===== config.mk =====
export PLATFORM = sky130hd
export DESIGN_NAME = sdram_pwrup_seq
export DESIGN_NICKNAME = d
export VERILOG_FILES = /design/src/rtl/sdram_init_pkg.sv /design/src/rtl/seq_countdown.sv /design/src/rtl/seq_cmd_drive.sv /design/src/rtl/sdram_pwrup_seq.sv
export SDC_FILE = /design/constraint.sdc
export NUM_CORES = 1
export LEC_CHECK = 0
export BUFFER_PORTS_ARGS = -buffer_cell sky130_fd_sc_hd__buf_2
export CORE_MARGIN = 3
export CORE_UTILIZATION = 45
export CTS_BUF_LIST = sky130_fd_sc_hd__clkbuf_4 sky130_fd_sc_hd__clkbuf_8
export DETAILED_ROUTE_END_ITERATION = 6
export PLACE_DENSITY = 0.67
export RECOVER_POWER = 50
export SLEW_MARGIN = 20
export SYNTH_ARGS = -nofsm -noshare
export SYNTH_HDL_FRONTEND = slang
export SYNTH_HIERARCHICAL = 1
export SYNTH_SLANG_ARGS = --single-unit

===== constraint.sdc =====
create_clock -name clk -period 3.6 [get_ports clk]
set_input_delay 0.36 -clock clk [delete_from_list [all_inputs] [get_ports clk]]
set_output_delay 0.36 -clock clk [all_outputs]
set_load 0.03 [all_outputs]

===== src/rtl/sdram_init_pkg.sv =====
// Package: shared step encoding and command pin patterns for the power-up
// sequencer. Assumes a four-wire command bus (cs, ras, cas, we, all active low).
package sdram_init_pkg;

    typedef enum logic [2:0] {
        STEP_PAUSE = 3'd0,
        STEP_PRECH = 3'd1,
        STEP_REFR  = 3'd2,
        STEP_MODE  = 3'd3,
        STEP_DONE  = 3'd4
    } step_t;

    typedef struct packed {
        logic cs_n;
        logic ras_n;
        logic cas_n;
        logic we_n;
    } cmd_pins_t;

    localparam cmd_pins_t PINS_NOP   = '{cs_n: 1'b0, ras_n: 1'b1, cas_n: 1'b1, we_n: 1'b1};
    localparam cmd_pins_t PINS_PRECH = '{cs_n: 1'b0, ras_n: 1'b0, cas_n: 1'b1, we_n: 1'b0};
    localparam cmd_pins_t PINS_REFR  = '{cs_n: 1'b0, ras_n: 1'b0, cas_n: 1'b0, we_n: 1'b1};
    localparam cmd_pins_t PINS_MODE  = '{cs_n: 1'b0, ras_n: 1'b0, cas_n: 1'b0, we_n: 1'b0};

    // Address bit that selects "all banks" on a precharge
    localparam int ALL_BANKS_BIT = 10;

endpackage


===== src/rtl/seq_countdown.sv =====
// Module: loadable down counter with a zero flag.
// Assumes the owner never requests a decrement while the count is already zero;
// a load always wins over a decrement.
module seq_countdown #(
    parameter int             W       = 8,
    parameter logic [W-1:0]   RST_VAL = '0
) (
    input  logic         clk,
    input  logic         rst_n,
    input  logic         load,
    input  logic [W-1:0] load_val,
    input  logic         dec,
    output logic         zero
);

    logic [W-1:0] count_q;

    // Count register: reset value, load, or step down by one
    always_ff @(posedge clk) begin
        if (!rst_n) begin
            count_q <= RST_VAL;
        end else if (load) begin
            count_q <= load_val;
        end else if (dec && (count_q != '0)) begin
            count_q <= count_q - 1'b1;
        end
    end

    // Zero flag seen by the sequencer
    always_comb zero = (count_q == '0);

    // The owner must not ask for a step below zero (interval bookkeeping, R3/R4)
    assert_no_wrap_R4: assert property (@(posedge clk) disable iff (!rst_n)
        (dec && !load) |-> !zero);

endmodule


===== src/rtl/seq_cmd_drive.sv =====
// Module: turns the current step and its first-cycle strobe into pin levels.
// Assumes the strobe is high only in the first cycle of a command step; all
// other cycles drive NOP. Pure decode from flops, so the pins change only at edges.
module seq_cmd_drive
    import sdram_init_pkg::*;
#(
    parameter int ADDR_W = 11,
    parameter int BA_W   = 1,
    parameter int DQM_W  = 2
) (
    input  step_t             step,
    input  logic              strobe,
    input  logic [ADDR_W-1:0] mode_word,
    output cmd_pins_t         pins,
    output logic              cke,
    output logic [DQM_W-1:0]  dqm,
    output logic [BA_W-1:0]   ba,
    output logic [ADDR_W-1:0] addr
);

    localparam logic [ADDR_W-1:0] ADDR_ALL = ADDR_W'(1) << ALL_BANKS_BIT;

    // Command pins and address for the active step
    always_comb begin
        pins = PINS_NOP;
        addr = '0;
        if (strobe) begin
            unique case (step)
                STEP_PRECH: begin
                    pins = PINS_PRECH;
                    addr = ADDR_ALL;
                end
                STEP_REFR: pins = PINS_REFR;
                STEP_MODE: begin
                    pins = PINS_MODE;
                    addr = mode_word;
                end
                default: pins = PINS_NOP;
            endcase
        end
    end

    // Static controls: clock always enabled, masks held until ready, bank zero
    always_comb begin
        cke = 1'b1;
        dqm = (step == STEP_DONE) ? '0 : '1;
        ba  = '0;
    end

endmodule


===== src/rtl/sdram_pwrup_seq.sv =====
// Module: SDRAM power-up sequencer top. Runs pause, precharge-all, N auto
// refreshes and a mode register set, then raises init_done.
// Assumes: the clock runs from reset; every spacing parameter counts cycles from
// one command to the next; mode_word is stable while the sequence runs.
module sdram_pwrup_seq
    import sdram_init_pkg::*;
#(
    parameter int PAUSE_CYC = 20000,
    parameter int TRP_CYC   = 3,
    parameter int TRC_CYC   = 7,
    parameter int TMRD_CYC  = 2,
    parameter int REF_COUNT = 8,
    parameter int ADDR_W    = 11,
    parameter int BA_W      = 1,
    parameter int DQM_W     = 2
) (
    input  logic              clk,
    input  logic              rst_n,
    input  logic [ADDR_W-1:0] mode_word,
    output logic              sd_cke,
    output logic              sd_cs_n,
    output logic              sd_ras_n,
    output logic              sd_cas_n,
    output logic              sd_we_n,
    output logic [DQM_W-1:0]  sd_dqm,
    output logic [BA_W-1:0]   sd_ba,
    output logic [ADDR_W-1:0] sd_addr,
    output logic              init_done
);

    // Clamped timing values
    localparam int PAUSE_C  = (PAUSE_CYC < 1) ? 1 : PAUSE_CYC;
    localparam int TRP_C    = (TRP_CYC   < 2) ? 2 : TRP_CYC;
    localparam int TRC_C    = (TRC_CYC   < 2) ? 2 : TRC_CYC;
    localparam int TMRD_C   = (TMRD_CYC  < 2) ? 2 : TMRD_CYC;
    localparam int NREF     = (REF_COUNT < 8) ? 8 : REF_COUNT;
    localparam int MAX_A    = (PAUSE_C > TRP_C) ? PAUSE_C : TRP_C;
    localparam int MAX_B    = (TRC_C > TMRD_C) ? TRC_C : TMRD_C;
    localparam int WAIT_MAX = (MAX_A > MAX_B) ? MAX_A : MAX_B;
    localparam int WAIT_W   = $clog2(WAIT_MAX + 1);
    localparam int REF_W    = $clog2(NREF + 1);

    localparam logic [WAIT_W-1:0] LD_PAUSE = WAIT_W'(PAUSE_C - 1);
    localparam logic [WAIT_W-1:0] LD_TRP   = WAIT_W'(TRP_C - 1);
    localparam logic [WAIT_W-1:0] LD_TRC   = WAIT_W'(TRC_C - 1);
    localparam logic [WAIT_W-1:0] LD_TMRD  = WAIT_W'(TMRD_C - 1);
    localparam logic [REF_W-1:0]  LD_REFS  = REF_W'(NREF - 1);

    step_t              step_q, step_d;
    logic               strobe_q;
    logic               advance;
    logic               wait_zero, refs_zero;
    logic [WAIT_W-1:0]  wait_ld_val;
    logic               refs_load, refs_dec;
    cmd_pins_t          pins;

    // Interval timer shared by every step
    seq_countdown #(.W(WAIT_W), .RST_VAL(LD_PAUSE)) i_wait (
        .clk      (clk),
        .rst_n    (rst_n),
        .load     (advance),
        .load_val (wait_ld_val),
        .dec      (!wait_zero),
        .zero     (wait_zero)
    );

    // Remaining-refresh counter
    seq_countdown #(.W(REF_W), .RST_VAL('0)) i_refs (
        .clk      (clk),
        .rst_n    (rst_n),
        .load     (refs_load),
        .load_val (LD_REFS),
        .dec      (refs_dec),
        .zero     (refs_zero)
    );

    // Step ends when its interval has elapsed
    always_comb advance = wait_zero && (step_q != STEP_DONE);

    // Next step and the interval that comes with it
    always_comb begin
        step_d      = step_q;
        wait_ld_val = '0;
        unique case (step_q)
            STEP_PAUSE: begin
                step_d      = STEP_PRECH;
                wait_ld_val = LD_TRP;
            end
            STEP_PRECH: begin
                step_d      = STEP_REFR;
                wait_ld_val = LD_TRC;
            end
            STEP_REFR: begin
                if (refs_zero) begin
                    step_d      = STEP_MODE;
                    wait_ld_val = LD_TMRD;
                end else begin
                    step_d      = STEP_REFR;
                    wait_ld_val = LD_TRC;
                end
            end
            STEP_MODE: step_d = STEP_DONE;
            default:   step_d = STEP_DONE;
        endcase
    end

    // Refresh counter control: armed on leaving precharge, stepped per refresh
    always_comb begin
        refs_load = advance && (step_q == STEP_PRECH);
        refs_dec  = advance && (step_q == STEP_REFR) && !refs_zero;
    end

    // Step register and first-cycle strobe
    always_ff @(posedge clk) begin
        if (!rst_n) begin
            step_q   <= STEP_PAUSE;
            strobe_q <= 1'b0;
        end else begin
            strobe_q <= advance && (step_d != STEP_DONE);
            if (advance) begin
                step_q <= step_d;
            end
        end
    end

    // Pin decode
    seq_cmd_drive #(.ADDR_W(ADDR_W), .BA_W(BA_W), .DQM_W(DQM_W)) i_drive (
        .step      (step_q),
        .strobe    (strobe_q),
        .mode_word (mode_word),
        .pins      (pins),
        .cke       (sd_cke),
        .dqm       (sd_dqm),
        .ba        (sd_ba),
        .addr      (sd_addr)
    );

    // Port mapping of the command bus and ready flag
    always_comb begin
        sd_cs_n   = pins.cs_n;
        sd_ras_n  = pins.ras_n;
        sd_cas_n  = pins.cas_n;
        sd_we_n   = pins.we_n;
        init_done = (step_q == STEP_DONE);
    end

    // Checker support: refreshes seen on the pins since reset
    logic [REF_W:0] refs_seen_q;
    always_ff @(posedge clk) begin
        if (!rst_n) begin
            refs_seen_q <= '0;
        end else if ({sd_cs_n, sd_ras_n, sd_cas_n, sd_we_n} == PINS_REFR) begin
            refs_seen_q <= refs_seen_q + 1'b1;
        end
    end

    assert_pause_quiet_R1: assert property (@(posedge clk) disable iff (!rst_n)
        (step_q == STEP_PAUSE) |-> ({sd_cs_n, sd_ras_n, sd_cas_n, sd_we_n} == PINS_NOP)
                                   && sd_cke && (&sd_dqm) && !init_done);

    assert_prech_all_R2: assert property (@(posedge clk) disable iff (!rst_n)
        ({sd_cs_n, sd_ras_n, sd_cas_n, sd_we_n} == PINS_PRECH) |-> sd_addr[ALL_BANKS_BIT]);

    assert_ref_total_R4: assert property (@(posedge clk) disable iff (!rst_n)
        ({sd_cs_n, sd_ras_n, sd_cas_n, sd_we_n} == PINS_MODE) |-> (refs_seen_q == (REF_W+1)'(NREF)));

    assert_one_cycle_cmd_R9: assert property (@(posedge clk) disable iff (!rst_n)
        ({sd_cs_n, sd_ras_n, sd_cas_n, sd_we_n} != PINS_NOP)
        |=> ({sd_cs_n, sd_ras_n, sd_cas_n, sd_we_n} == PINS_NOP));

    assert_done_sticky_R7: assert property (@(posedge clk) disable iff (!rst_n)
        init_done |=> init_done);

    assert_done_quiet_R7: assert property (@(posedge clk) disable iff (!rst_n)
        init_done |-> ({sd_cs_n, sd_ras_n, sd_cas_n, sd_we_n} == PINS_NOP) && (sd_dqm == '0));

endmodule


### Word level (Yosys, flattened, before mapping)

Cells that the tools add are included.

* equal/unequal tests: 6
* add/sub/neg operators: 2
* muxes and demuxes: 13
* reductions and logical operators: 17
* bitwise gates (word level): 1

Operators by type and width (number)
* 2-to-1 mux 15 bit: 2
* case mux 3 bit (3 select lines): 3
* case mux 11 bit (2 select lines): 1
* zero test 15 bit: 1
* nonzero test 15 bit: 1
* subtractor 15 x 1 -> 15 bit, second input constant: 1
* 2-to-1 mux 11 bit: 1
* 2-to-1 mux 3 bit: 3
* logical AND 1 bit: 7
* equality test 3 x 2 -> 1 bit, second input constant: 2
* != test 3 bit, second input constant: 2
* zero test 4 bit: 1
* 2-to-1 mux 4 bit: 1
* nonzero test 2 bit: 2
* nonzero test 4 bit: 1
* subtractor 4 x 1 -> 4 bit, second input constant: 1
* equality test 3 x 1 -> 1 bit, second input constant: 1
* equality test 3 bit, second input constant: 1
* zero test 3 bit: 1
* zero test 1 bit: 2
* 2-to-1 mux 2 bit: 1
* OR reduction 2 bit: 1
* 2-to-1 mux 1 bit: 1
* NOT 1 bit: 1

* input port bits: 13
* flip-flop bits (word level): 23
* output and inout port bits: 20
* logic and storage cells: 44

### Longest topological paths before layout

* word-level depth: 7
* gate-level depth with buffers: 13
* gate-level depth less buffers: 11

### Cells and area by module

Netlist, hierarchy kept.

By module, submodules not included
* seq_countdown at i_wait: cells an instance 121, sequential area each 300.3 um^2, area an instance 963.4 um^2, times used 1
* sdram_pwrup_seq: cells an instance 30, sequential area each 80.1 um^2, area an instance 261.5 um^2, times used 1
* seq_countdown at i_refs: cells an instance 31, sequential area each 80.1 um^2, area an instance 256.5 um^2, times used 1
* seq_cmd_drive: cells an instance 26, sequential area each 0.0 um^2, area an instance 171.4 um^2, times used 1

### Least setup slack after synthesis

OpenSTA, ideal clock, no wires.

* kind: reg-to-reg
* start: register i_wait.count_q[0]
* end: register i_wait.count_q[10]
* clock period less this slack: 2.567 ns
* setup time: 0.122 ns
* data required time: 3.478 ns
* data arrival time: 2.445 ns
* cell stages (with the launch flop): 13
* path slack: 1.033 ns
* path buffers: 2
* cell sequence: dfxtp_1 > inv_1 > ha_1 > nor4b_2 > nand4_2 > inv_2 > buf_6 > inv_1 > nor2_1 > inv_1 > clkbuf_1 > or3_1 > o311a_1

* elaborated cells on any way between the ends: 9
* those cells by class: add/sub: 1; mux: 2; reduce/logical: 6

RTL lines
* from (decl): line seq_countdown.sv:16 `logic [W-1:0] count_q;`
* from (signal assigned): line seq_countdown.sv:23 `count_q <= load_val;`
* from (signal assigned): line seq_countdown.sv:25 `count_q <= count_q - 1'b1;`
* zero test 15 bit *: line seq_countdown.sv:30 `always_comb zero = (count_q == '0);`
* net wait_zero: line sdram_pwrup_seq.sv:52 `logic wait_zero, refs_zero;`
* logical AND 1 bit *: line sdram_pwrup_seq.sv:78 `always_comb advance = wait_zero && (step_q != STEP_DONE);`
* net advance: line sdram_pwrup_seq.sv:51 `logic advance;`
* 2-to-1 mux 15 bit / nonzero test 2 bit (equally long branches)

Mark *: on every way through the listed nets, which the timed path passes. The rest lies on a longest branch. The select of a mux whose other input is x is not followed.
A chain may end at the register's enable or synchronous reset.

### Worst setup path after layout

* start: register i_wait.count_q[0]
* end: register i_wait.count_q[9]

Same word-level chain as after synthesis.

==> flow_summary.ini <==
[critical_path]
crit_fanout = 16
cp_data_arrival_time_ps = 3190
end_kind = flip-flop
worstSetupPathType = flip-flop to flip-flop
start_kind = flip-flop
cp.required_ps = 3750

[sta]
max_freq_ghz = 0.3296
clock-skew-final_ps = 8.631
min_period_over_period_pct = 84.27
slew_viol_final = 0
tns_ps = 0
rsz0062_at_grt = false
min_period_ps = 3034
hold_violations = 0
setup_viol = 0

[hold_path]
worstHoldPathType = input pin to flip-flop

[power]
ir_drop_v = 0.0002839
p_leak_nw = 0.6750
power_density_nw_per_um2 = 249.2

[drt]
first_pass_iters = 4
vias = 1572
drc = 0
routed_wl_mm = 3.593
routedWlPerCell_um = 12.43
drt-initial-drc-count = 157
viasPerCell = 5.439
drt.antenna.violating_nets = 0

[clocking]
clock_path_buffers = 2
clk_latency_ps = 260
cts-htree-levels = 1
cts_tree = built
ctsResizeCount = 0
clkTransAtPathRegs_ps = 90
cts_root_buffer = clkbuf_8
postCtsSetupBuffers = 0
ctsHoldBuffers = 0
cts_buffers = 3
cts.sinks = 23

[synthesis]
ys_ff_latch = 23
ys_seq_area_share_pct = 27.86
synth_flop_cell = dfxtp_1
synthCells = 208
syn_avg_cell_area_sq_um = 7.946
synth_area_sq_um = 1653
synth-edff-count = 0
synthDistinctLibCells = 65
ys_async_sr_fraction_pct = 0
ys_warn_count = 6

[global_route]
grt_max_degree = 27
antenna_found_initial = 0
gr-total-overflow = 0
grt_pass1_wl_mm = 5.878
first_global_vias = 1275
grt_usage_pct = 16.73

[die]
ios = 33
rows = 21
floorplan.initialDensity_pct = 48.02
die_h_um = 66.61
dieArea_sq_um = 4436
coreArea_sq_um = 3442
die_x_um = 66.61

[status]
status = finished clean

[layout]
syn_to_final_growth_pct = 11.88
nets = 259
fin_area_sq_um = 1849
insertedDiodeCount = 0
final_layout_size_suffix_gt1_share_pct = 16.87
fillCellCount = 349
utilization_pct = 53.73
regArea_sq_um = 460.4
multi_input_area_sq_um = 1082

[placement]
place.gp.congestion = 0.8667
dp_hpwl_mm = 2.581
placed_area_sq_um = 1828
io_buffers = 29

[job]
maxCapViolations = 0
## power by group
part	total (W)	switching (W)	internal, W
combinational	0.0000313	0.0000198	0.0000115
sequential	0.000260	0.00000331	0.000257
clock	0.000169	0.0000827	0.0000865
total	0.000461	0.000106	0.000355
## synth_stat cells (3+ instances only)
| cell | number | area share (%) |
|---|---|---|
| buf_6 | 3 | 2.0 |
| a311oi_1 | 7 | 3.7 |
| nor3_1 | 6 | 1.8 |
| and2_2 | 7 | 3.2 |
| clkbuf_1 | 6 | 1.4 |
| buf_4 | 5 | 2.3 |
| conb_1 | 4 | 0.91 |
| nand2_1 | 11 | 2.5 |
| dfxtp_1 | 23 | 28 |
| a21oi_1 | 5 | 1.5 |
| nor4_1 | 3 | 1.1 |
| a31oi_1 | 5 | 1.9 |
| nand4_1 | 3 | 1.1 |
| or3_1 | 7 | 2.6 |
| nor2_1 | 21 | 4.8 |
| o21ai_0 | 7 | 2.1 |
| o311a_1 | 3 | 1.8 |
| nand3_1 | 10 | 3.0 |
| and2_1 | 3 | 1.1 |
| inv_1 | 13 | 3.0 |
## logic make-up (layout without fill, tap and decap cells)
| logic type | count (synthesis) | count (layout) | share of synthesized area (%) |
|---|---|---|---|
| other | 4 | 19 | 0.9081 |
| muxes | 1 | 1 | 0.6056 |
| and+or+nand+nor | 101 | 101 | 38.46 |
| buffers and inverters | 31 | 51 | 9.689 |
| DFF | 23 | 23 | 27.86 |
| AOI/OAI and AO/OA | 46 | 46 | 20.97 |
| adders and majority gates | 2 | 2 | 1.514 |
## layer usage
| metal | track usage [%] | vias up | wire length (um) |
|---|---|---|---|
| met5 | 0 | - | 0 |
| met4 | 2.284 | 0 | 17 |
| met3 | 4.553 | 2 | 320 |
| met2 | 26.24 | 59 | 1533 |
| met1 | 23.31 | 693 | 1723 |
| li1 | - | 818 | - |
## state kept, by name, indices dropped and copies added (netlist names)
register / cells
i_refs/count_q: 4
strobe_q: 1
i_wait/count_q: 15
step_q: 3
## through the flow
stage	std cells	setup WS (ps)	hold slack, ps	total power, W
final	289	566.1	501.2	0.0004608
after global routing	289	246.1	518.1	0.0004846
after CTS	289	719.9	503.3	0.0004694
after detailed placement	285	735.7	523.2	0.0002972
after global placement	285	894.8	521.0	0.0002974
after floorplan	223	1033	487.9	0.0002889
## worst paths after layout
| check | start | endpoint | slack [ps] | cells after the start |
|---|---|---|---|---|
| setup reg to reg | i_wait/count_q[0] | i_wait/count_q[9] | 570 | 10 |
| hold reg to reg | i_refs/count_q[2] | i_refs/count_q[2] | 540 | 2 |
| setup / recovery | i_wait/count_q[0] | i_wait/count_q[9] | 570 | 10 |
| hold / removal | rst_n | i_wait/count_q[14] | 500 | 2 |
## critical path, stage by stage (launching register included)
cell     delay, ps
dfxtp_1        340
inv_1           80
ha_1           210
nor4b_2        350
nand4_1        380
inv_2          330
inv_1          240
nor2_1         210
inv_1          210
buf_4          230
o311a_1        340
## cell usage in the layout (no fill, tap or decap), types with 3 or more instances in the layout
master and instances:
clkbuf_8 3, o21ai_0 7, nor4_1 3, a311oi_1 7, conb_1 19, dfxtp_1 23, nor3_1 6, a21oi_1 5
and2_2 7, nand3_1 10, o311a_1 3, nor2_1 21, buf_2 12, and2_1 3, a31oi_1 5, or3_1 7
nand4_1 4, inv_1 13, nand2_1 11, clkbuf_1 17
## cell type report
| type | count | area share [%] |
|---|---|---|
| clock buffers | 4 | 2.639 |
| inverters | 16 | 3.315 |
| multi-input cells | 169 | 58.53 |
| flip-flops and latches | 23 | 24.90 |
| well taps | 46 | 3.112 |
| repair buffers | 31 | 7.510 |
No activity file was read; power rests on OpenSTA's default activity.
